--- config.mk ---
export PLATFORM = sky130hd
export DESIGN_NAME = dma_chan_bank
export DESIGN_NICKNAME = d
export VERILOG_FILES = /design/src/rtl/dma_bank_pkg.sv /design/src/rtl/dma_setclr_vec.sv /design/src/rtl/dma_irq_arb.sv /design/src/rtl/dma_chan_bank.sv
export SDC_FILE = /design/constraint.sdc
export NUM_CORES = 1
export LEC_CHECK = 0
export CAP_MARGIN = 10
export CELL_PAD_IN_SITES_DETAIL_PLACEMENT = 1
export CELL_PAD_IN_SITES_GLOBAL_PLACEMENT = 1
export CORE_MARGIN = 4
export CORE_UTILIZATION = 25
export CTS_CLUSTER_DIAMETER = 120
export CTS_CLUSTER_SIZE = 8
export DETAILED_ROUTE_END_ITERATION = 7
export HOLD_SLACK_MARGIN = 0.05
export PLACE_DENSITY_LB_ADDON = 0.1
export SLEW_MARGIN = 5
export SYNTH_ARGS = -nofsm -noshare
export SYNTH_HDL_FRONTEND = slang
export SYNTH_HIERARCHICAL = 1
export SYNTH_SLANG_ARGS = --single-unit
--- constraint.sdc ---
create_clock -name clk -period 1.8 [get_ports clk]
set_input_delay 0.36 -clock clk [delete_from_list [all_inputs] [get_ports clk]]
set_output_delay 0.36 -clock clk [all_outputs]
set_load 0.1 [all_outputs]
--- src/rtl/dma_bank_pkg.sv ---
package dma_bank_pkg;

  typedef enum logic [3:0] {
    A_CTRL   = 4'd0,
    A_EN_S   = 4'd1,  A_EN_C   = 4'd2,
    A_ALT_S  = 4'd3,  A_ALT_C  = 4'd4,
    A_PRI_S  = 4'd5,  A_PRI_C  = 4'd6,
    A_BST_S  = 4'd7,  A_BST_C  = 4'd8,
    A_MSK_S  = 4'd9,  A_MSK_C  = 4'd10,
    A_FLG_S  = 4'd11, A_FLG_C  = 4'd12,
    A_IEN_S  = 4'd13, A_IEN_C  = 4'd14
  } reg_addr_e;

  // Index of the lowest set bit (0 when empty).
  function automatic logic [4:0] lowest_idx(input logic [31:0] v);
    logic [4:0] r;
    r = '0;
    for (int i = 31; i >= 0; i--) begin
      if (v[i]) r = 5'(i);
    end
    return r;
  endfunction

  // Group that the arbiter draws from: high-priority pending if any.
  function automatic logic [31:0] service_group(input logic [31:0] pend,
                                                input logic [31:0] hi);
    logic [31:0] h;
    h = pend & hi;
    return (|h) ? h : (pend & ~hi);
  endfunction

endpackage

--- src/rtl/dma_setclr_vec.sv ---
module dma_setclr_vec #(
  parameter int W = 12
) (
  input  logic         clk,
  input  logic         rst_n,
  input  logic [W-1:0] set_v,
  input  logic [W-1:0] clr_v,
  output logic [W-1:0] q
);

  logic [W-1:0] both_w;
  assign both_w = set_v & clr_v;

  always_ff @(posedge clk) begin
    if (!rst_n) q <= '0;
    else        q <= (q | set_v) & ~clr_v;
  end

  p_clear_wins_r2: assert property (@(posedge clk) disable iff (!rst_n)
    (|both_w) |=> ((q & $past(both_w)) == '0));

  p_set_lands_r1: assert property (@(posedge clk) disable iff (!rst_n)
    (|(set_v & ~clr_v)) |=> ((q & $past(set_v & ~clr_v)) == $past(set_v & ~clr_v)));

  p_untouched_r1: assert property (@(posedge clk) disable iff (!rst_n)
    1'b1 |=> (((q ^ $past(q)) & ~$past(set_v | clr_v)) == '0));

endmodule

--- src/rtl/dma_irq_arb.sv ---
module dma_irq_arb
  import dma_bank_pkg::*;
#(
  parameter int NUM_CH = 12,
  localparam int CH_W = (NUM_CH > 1) ? $clog2(NUM_CH) : 1
) (
  input  logic              clk,
  input  logic              rst_n,
  input  logic [NUM_CH-1:0] pend,
  input  logic [NUM_CH-1:0] hi,
  input  logic              err_pend,
  output logic              irq_o,
  output logic              vld_o,
  output logic [CH_W-1:0]   ch_o
);

  logic [31:0]       grp_w;
  logic [4:0]        idx_w;
  logic [NUM_CH-1:0] pend_q, hi_q, lower_m;

  assign grp_w = service_group(32'(pend), 32'(hi));
  assign idx_w = lowest_idx(grp_w);

  always_ff @(posedge clk) begin
    if (!rst_n) begin
      irq_o  <= 1'b0;
      vld_o  <= 1'b0;
      ch_o   <= '0;
      pend_q <= '0;
      hi_q   <= '0;
    end else begin
      irq_o  <= (|pend) | err_pend;
      vld_o  <= |pend;
      ch_o   <= CH_W'(idx_w);
      pend_q <= pend;
      hi_q   <= hi;
    end
  end

  always_comb begin
    for (int i = 0; i < NUM_CH; i++) lower_m[i] = (i < int'(ch_o));
  end

  p_hi_first_r6: assert property (@(posedge clk) disable iff (!rst_n)
    (vld_o && |(pend_q & hi_q)) |-> (hi_q[ch_o] && pend_q[ch_o]));

  p_lowest_r7: assert property (@(posedge clk) disable iff (!rst_n)
    vld_o |-> (pend_q[ch_o] &&
               ((pend_q & (hi_q[ch_o] ? hi_q : ~hi_q) & lower_m) == '0)));

  p_vld_r7: assert property (@(posedge clk) disable iff (!rst_n)
    vld_o |-> irq_o);

endmodule

--- src/rtl/dma_chan_bank.sv ---
module dma_chan_bank
  import dma_bank_pkg::*;
#(
  parameter int NUM_CH = 12,
  parameter int DATA_W = 32,
  localparam int CH_W  = (NUM_CH > 1) ? $clog2(NUM_CH) : 1,
  localparam int FLG_W = NUM_CH + 1
) (
  input  logic              clk,
  input  logic              rst_n,
  input  logic              reg_wen,
  input  logic [3:0]        reg_addr,
  input  logic [DATA_W-1:0] reg_wdata,
  output logic [DATA_W-1:0] reg_rdata,
  input  logic [NUM_CH-1:0] done_i,
  input  logic              bus_err_i,
  input  logic [NUM_CH-1:0] req_i,
  output logic [NUM_CH-1:0] req_o,
  output logic [NUM_CH-1:0] alt_o,
  output logic [NUM_CH-1:0] burst_o,
  output logic              irq_o,
  output logic              irq_vld_o,
  output logic [CH_W-1:0]   irq_ch_o
);

  // Per-address write strobe, one bit per address code.
  logic [15:0] wr_hit;
  always_comb begin
    wr_hit = '0;
    if (reg_wen) wr_hit[reg_addr] = 1'b1;
  end

  logic [NUM_CH-1:0] wd_ch;
  logic [FLG_W-1:0]  wd_fl;
  logic              unused_wdata;
  assign wd_ch = reg_wdata[NUM_CH-1:0];
  assign wd_fl = reg_wdata[FLG_W-1:0];
  assign unused_wdata = ^reg_wdata[DATA_W-1:FLG_W];

  logic [NUM_CH-1:0] en_q, alt_q, pri_q, bst_q, msk_q;
  logic [FLG_W-1:0]  flg_q, ien_q;
  logic              ctrl_on_q;

  // Completion on an enabled channel: the retire event.
  logic [NUM_CH-1:0] done_eff;
  assign done_eff = done_i & en_q;

  always_ff @(posedge clk) begin
    if (!rst_n)             ctrl_on_q <= 1'b0;
    else if (wr_hit[A_CTRL]) ctrl_on_q <= reg_wdata[0];
  end

  // Channel-width vectors: enable, alternate, priority, burst, mask.
  logic [4:0][NUM_CH-1:0] cv_set, cv_clr, cv_q;
  always_comb begin
    for (int k = 0; k < 5; k++) begin
      cv_set[k] = wr_hit[2*k+1] ? wd_ch : '0;
      cv_clr[k] = wr_hit[2*k+2] ? wd_ch : '0;
    end
    cv_clr[0] = cv_clr[0] | done_eff;
  end

  for (genvar k = 0; k < 5; k++) begin : g_chvec
    dma_setclr_vec #(.W(NUM_CH)) u_vec (
      .clk(clk), .rst_n(rst_n),
      .set_v(cv_set[k]), .clr_v(cv_clr[k]), .q(cv_q[k])
    );
  end

  assign en_q  = cv_q[0];
  assign alt_q = cv_q[1];
  assign pri_q = cv_q[2];
  assign bst_q = cv_q[3];
  assign msk_q = cv_q[4];

  // Flag-width vectors: completion/error flags and interrupt enables.
  logic [FLG_W-1:0] fl_set, fl_clr, ie_set, ie_clr;
  assign fl_set = (wr_hit[A_FLG_S] ? wd_fl : '0) | {bus_err_i, done_eff};
  assign fl_clr =  wr_hit[A_FLG_C] ? wd_fl : '0;
  assign ie_set =  wr_hit[A_IEN_S] ? wd_fl : '0;
  assign ie_clr =  wr_hit[A_IEN_C] ? wd_fl : '0;

  dma_setclr_vec #(.W(FLG_W)) u_flag (
    .clk(clk), .rst_n(rst_n), .set_v(fl_set), .clr_v(fl_clr), .q(flg_q)
  );
  dma_setclr_vec #(.W(FLG_W)) u_ien (
    .clk(clk), .rst_n(rst_n), .set_v(ie_set), .clr_v(ie_clr), .q(ien_q)
  );

  logic [FLG_W-1:0] pend_w;
  assign pend_w = flg_q & ien_q;

  dma_irq_arb #(.NUM_CH(NUM_CH)) u_arb (
    .clk(clk), .rst_n(rst_n),
    .pend(pend_w[NUM_CH-1:0]), .hi(pri_q), .err_pend(pend_w[NUM_CH]),
    .irq_o(irq_o), .vld_o(irq_vld_o), .ch_o(irq_ch_o)
  );

  // Read side: both aliases of a pair return the vector.
  always_comb begin
    reg_rdata = '0;
    case (reg_addr)
      A_CTRL:           reg_rdata[0]        = ctrl_on_q;
      A_EN_S,  A_EN_C:  reg_rdata[NUM_CH-1:0] = en_q;
      A_ALT_S, A_ALT_C: reg_rdata[NUM_CH-1:0] = alt_q;
      A_PRI_S, A_PRI_C: reg_rdata[NUM_CH-1:0] = pri_q;
      A_BST_S, A_BST_C: reg_rdata[NUM_CH-1:0] = bst_q;
      A_MSK_S, A_MSK_C: reg_rdata[NUM_CH-1:0] = msk_q;
      A_FLG_S, A_FLG_C: reg_rdata[FLG_W-1:0]  = flg_q;
      A_IEN_S, A_IEN_C: reg_rdata[FLG_W-1:0]  = ien_q;
      default:          reg_rdata = '0;
    endcase
  end

  assign req_o   = ctrl_on_q ? (req_i & en_q & ~msk_q) : '0;
  assign alt_o   = alt_q;
  assign burst_o = bst_q;

  p_done_retires_r3: assert property (@(posedge clk) disable iff (!rst_n)
    (|done_eff) |=> ((en_q & $past(done_eff)) == '0));

  p_done_flags_r3: assert property (@(posedge clk) disable iff (!rst_n)
    ((|done_eff) && !wr_hit[A_FLG_C])
      |=> ((flg_q[NUM_CH-1:0] & $past(done_eff)) == $past(done_eff)));

  p_err_flag_r8: assert property (@(posedge clk) disable iff (!rst_n)
    (bus_err_i && !wr_hit[A_FLG_C]) |=> flg_q[NUM_CH]);

  p_masked_quiet_r10: assert property (@(posedge clk) disable iff (!rst_n)
    ((req_o & (msk_q | ~en_q)) == '0));

endmodule

# After elaboration in Yosys (flattened, before gate mapping)
# Index checks and enable logic that the tools add are counted.
[op_classes]
magnitude_cmp = 2
eq_ne = 14
n_mux = 53
bitwise = 33
reduce_logical = 15
[ops]
columns = ["op", "count"]
rows = [
  ["12-bit 2-to-1 mux", 11],
  ["12-bit AND", 9],
  ["4-bit 2-to-1 mux", 24],
  ["11-bit case mux with 7 select lines", 1],
  ["12-bit inverter", 6],
  ["12-bit bitwise OR", 6],
  ["13-bit 2-to-1 mux", 4],
  ["13-bit AND", 3],
  ["13-bit bitwise OR", 3],
  ["12-bit by 32-bit AND with 32-bit output", 1],
  ["32-bit 2-to-1 mux", 1],
  ["12-bit inverter with 32-bit output", 1],
  ["32-bit OR reduction", 1],
  ["4-bit equality test, second input constant", 7],
  ["13-bit inverter", 2],
  ["4-bit by 3-bit equality test with 1-bit output, second input constant", 4],
  ["2-bit OR reduction", 8],
  ["15-bit 2-to-1 mux", 1],
  ["3-bit 2-to-1 mux", 4],
  ["12-bit OR reduction", 1],
  ["9-bit OR reduction", 1],
  ["4-bit by 2-bit equality test with 1-bit output, second input constant", 2],
  ["1-bit case mux with 8 select lines", 1],
  ["4-bit by 5-bit less-than comparator with 1-bit output, second input constant", 1],
  ["other kinds (12)", 14],
]
[word_totals]
regBits = 93
in_bits = 64

# Depth between registers and ports, before layout
[depth]
depth_word = 35
ltp_mapped = 8
ltp_nobuf = 7

# Cells and area by module
# Netlist, hierarchy kept.
[by_module_without_submodules]
columns = ["module", "instances", "cells_per_inst", "area_each_um2", "seq_area_each_um2"]
rows = [
  ["dma_chan_bank", 1, 445, 3070.4, 20.0],
  ["dma_setclr_vec (g_chvec[0].u_vec ...)", 5, 37, 432.9, 240.2],
  ["dma_setclr_vec (u_flag ...)", 2, 40, 469.2, 260.2],
  ["dma_irq_arb", 1, 67, 550.5, 120.1],
]

# Least setup slack after synthesis
# Ideal clock, no wire load.
[synth_timing]
kind = "register to output"
start = "reg g_chvec[1].u_vec.q[0]"
end = "out reg_rdata[0]"
arrival_ps = 2878
required_time_ps = 1440
slack_ps = -1438
stages_incl_launch_ff = 5
n_path_buf = 0
cell_sequence = "dfxtp_1 nor2b_1 a32oi_1 o311a_1 o211ai_1"
[synth_between]
elab_chain_cells = 1
[synth_rtl]
columns = ["item", "line_no", "source"]
rows = [
  ["from (decl)", "dma_setclr_vec.sv:8", "output logic [W-1:0] q"],
  ["from (signal assigned)", "dma_setclr_vec.sv:16", "else q <= (q | set_v) & ~clr_v;"],
  ["1-bit case mux with 8 select lines", "dma_chan_bank.sv:102", "case (reg_addr)"],
  ["to (decl)", "dma_chan_bank.sv:14", "output logic [DATA_W-1:0] reg_rdata,"],
]
# No other way between the ends.

# Final worst setup path
[layout_timing]
start = "reg g_chvec[3].u_vec.q[9]"
end = "out reg_rdata[9]"
[layout_between]
elab_chain_cells = 1
[layout_rtl]
columns = ["item", "line_no"]
rows = [
  ["from (decl)", "dma_setclr_vec.sv:8"],
  ["from (signal assigned)", "dma_setclr_vec.sv:16"],
  ["11-bit case mux with 7 select lines", "dma_chan_bank.sv:102"],
]
# No other way between the ends.

==> reports/results.md <==
| Metric | Reported |
| --- | --- |
| Synth async-reset ratio | 0% |
| Maximum number of pins on one net before global-route repair | 51 |
| Critical path fanouts, max | 2 |
| Share of layout cells above drive strength 1 | 44.4% |
| Routed vias/inst | 4.92 |
| Die ar. | 0.0296 mm2 |
| Post-synthesis to final-layout area growth | 57.9% |
| Final core utilization | 40.4% |
| H-tree level count | 3 |
| TritonCTS clock tree | yes |
| Number of flops mapped to enable cells by yosys | 0 |
| Grt met2 use | 33.6% |
| Count of max-cap constraint violations | 0 |
| Via count of the first global-routing pass | 7064 |
| Sequential cell area | 0.00192 mm2 |
| Wire length of the first global-routing pass | 43600 um |
| CP Data Arrival Time | 1.89 ns |
| Standard-cell row count | 59 |
| Placeable core area | 0.0263 mm2 |
| Count of mapped cells out of synthesis | 777 |
| Cell type of the slowest stage on the worst timing path | a221o_4 |
| Area share of the largest cell type after synthesis | 27.7% |
| Fmax achieved | 444 MHz |
| Insertion delay of the later-clocked pin in the worst-skew pair | 0.36 ns |
| DRC violations left | 0 |
| Multi-input gate area in the final layout | 0.00498 mm2 |
| Slew HR | 63.5% |
| Global routing's busiest layer | met2 |
| Most frequent cells in the layout | and2_1, buf_4, nor2_1, nor3b_2, buf_12 |
| Setup repair after global routing missed its margin | true |
| Clock-pin slew on the worst setup and hold paths | 0.08 ns |
| Max Root-Sink Buffers | 2 |
| Initial Util | 25.6% |
| Worst EP required | 1.44 ns |
| Met3 capacity usage during global routing | 2.72% |
| DR iter-0 viols | 275 |
| Number of nets at the end of the flow | 1055 |
| Final wirelength | 28900 um |
| Number of hold-slack violations in the final timing report | 0 |
| Leakage power figure | 4.19 nW |
| Violated checks | setup timing |
| CP peak stage delay | 0.40 ns |
| Final worst path period need | 2.25 ns |
| Most frequent standard cell in the layout excluding fill and tap cells | and2_1 |
| Transition time at the pin with the least slew margin | 0.547 ns |
| Area of the mapped netlist | 0.00672 mm2 |
| Setup CP Type | reg -> out |
| Result of the run | complete, but fails checks |
| Category of cells accounting for the largest share of critical-path delay | compound AO/OA/AOI/OAI gates |
| Cell type with the highest aggregate area in the netlist | dfxtp_1 |
| Average wire length per cell after detail routing | 21.7 um |
| Total half-perimeter wirelength after legalization and detailed placement | 20900 um |
| Final RePlAce weighted congestion | 0.872 |
| Warning count from the yosys run | 6 |
| Synth unique cells | 64 |
| TNS Setup | -5.06 ns |
| Dpl cells | 1292 |
| Overall via count from detail_route | 6558 |
| Chip height | 172 um |
| PnR Total Power | 5.38 mW |
| Number of filler cells placed in the layout | 2950 |
| Launching element type of the critical path | flop |
| Clock skew after layout | 0.00881 ns |
| VDD IR-drop max | 253 uV |
| Portion of the post-synthesis area used by sequential elements | 27.7% |
| DR pass1 iterations | 4 |
| Period utilization | 125% |
| Total of flip-flops plus latches after synthesis | 93 |
| Root Buffer Master | clkbuf_16 |
| Routing usage on met1 | 25.0% |
| Final worst slack | -0.452 ns |
| Die width | 172 um |
| Global-route total usage across every layer | 19.4% |
| Pwr Density | 506 mW/mm2 |
| Remaining global-route overflow | 0 |
| Sort of element at the end of the critical path | output pin |
| Worst min path class | in -> reg |
| Cells taking the most area after synthesis | dfxtp_1, and2_1, nor3b_2, nor2_1, mux2i_1 |
| Top-level I/O count | 138 |
| Number of buffers added by the clock tree synthesis step | 9 |
| Number of port buffers | 99 |
| Cell-by-cell listing of the critical path | mux2_4, a221oi_4, a21oi_2, a221o_4, buf_12 |
| Remaining antenna violation count | 0 |
| Num Clock Sinks | 93 |
| Buffers & Inverters on Critical Path | 1 |
| Antenna violations before repair | 3 |
| Number of endpoints failing setup at the final stage | 27 |
| Final Max Slew Viols | 0 |
| Final Non-Filler Cells | 1333 |
| Post-synthesis area per instance | 8.65 um2 |
| Prevailing post-synth register cell | dfxtp_1 |
repair_timing:
item	in CTS	in global routing
setup endpoints to repair	106	93
gates cloned	3	1
pin swaps	24	15
setup buffers	17	3
hold buffers	0	0
resized for setup	87	40
cell usage after synthesis, drive strengths merged (15+ instances only):
library cell,instances
and2,163
nor2,108
dfxtp,93
nor3b,87
buf,45
clkbuf,28
nand2,27
a22o,25
mux2i,24
mux2,19
a22oi,15
where the power goes:
part           internal [mW]  total, mW  switching (mW)
Sequential              2.07       2.11          0.0347
Combinational          0.484       1.23           0.747
Clock                   1.12       2.04           0.920
metrics by stage:
step                      worst slack (ns)  hold slack, ns  instance area [um2]
after global routing                -0.514           0.359                10600
after floorplan                     -0.997           0.470                 7070
after global placement              -0.906           0.496                 9670
after CTS                           -0.478           0.347                10400
after detailed placement            -0.972           0.518                 9670
final                               -0.452           0.346                10600
path summary, 6_finish.rpt:
kind	start	to	slack [ns]	cells past startpoint
worst min-delay path	rst_n	g_chvec[1].u_vec/q[8]	0.35	2
worst min register to register	g_chvec[1].u_vec/q[11]	g_chvec[1].u_vec/q[11]	0.52	2
worst max-delay path	g_chvec[3].u_vec/q[9]	reg_rdata[9]	-0.45	5
worst max register to register	u_flag/q[0]	u_arb/ch_o[1]	-0.06	8
registers in the layout, summed over array words and instances, names as in the netlist:
name / count
u_ien/q: 13
ctrl_on_q: 1
u_arb/vld_o: 1
g_chvec.u_vec/q: 60
u_arb/irq_o: 1
u_flag/q: 13
u_arb/ch_o: 4
per-layer routing:
layer,vias to the layer above,part of all wire (%)
met5,-,0
met2,129,49
li1,3115,-
met3,35,3.2
met4,0,2.5
met1,3279,45
logic make-up after synthesis:
group	after synthesis	share of synthesized area [%]
and+or+nand+nor	444	44.5
AOI/OAI and AO/OA	113	13.9
other	1	0.0558
DFF	93	27.7
xor gates and xnor gates	1	0.130
buffers and inverters	82	6.88
muxes	43	6.81
layout make-up:
class	count	area share, %
tap	335	3.95
multi-input combinational	620	46.9
clock inverter	3	0.412
timing repair buffer	258	27.9
clock buffer	12	2.32
sequential	93	18.1
antenna	3	0.0707
inverter	9	0.318
(Power assumes the default switching activity.)
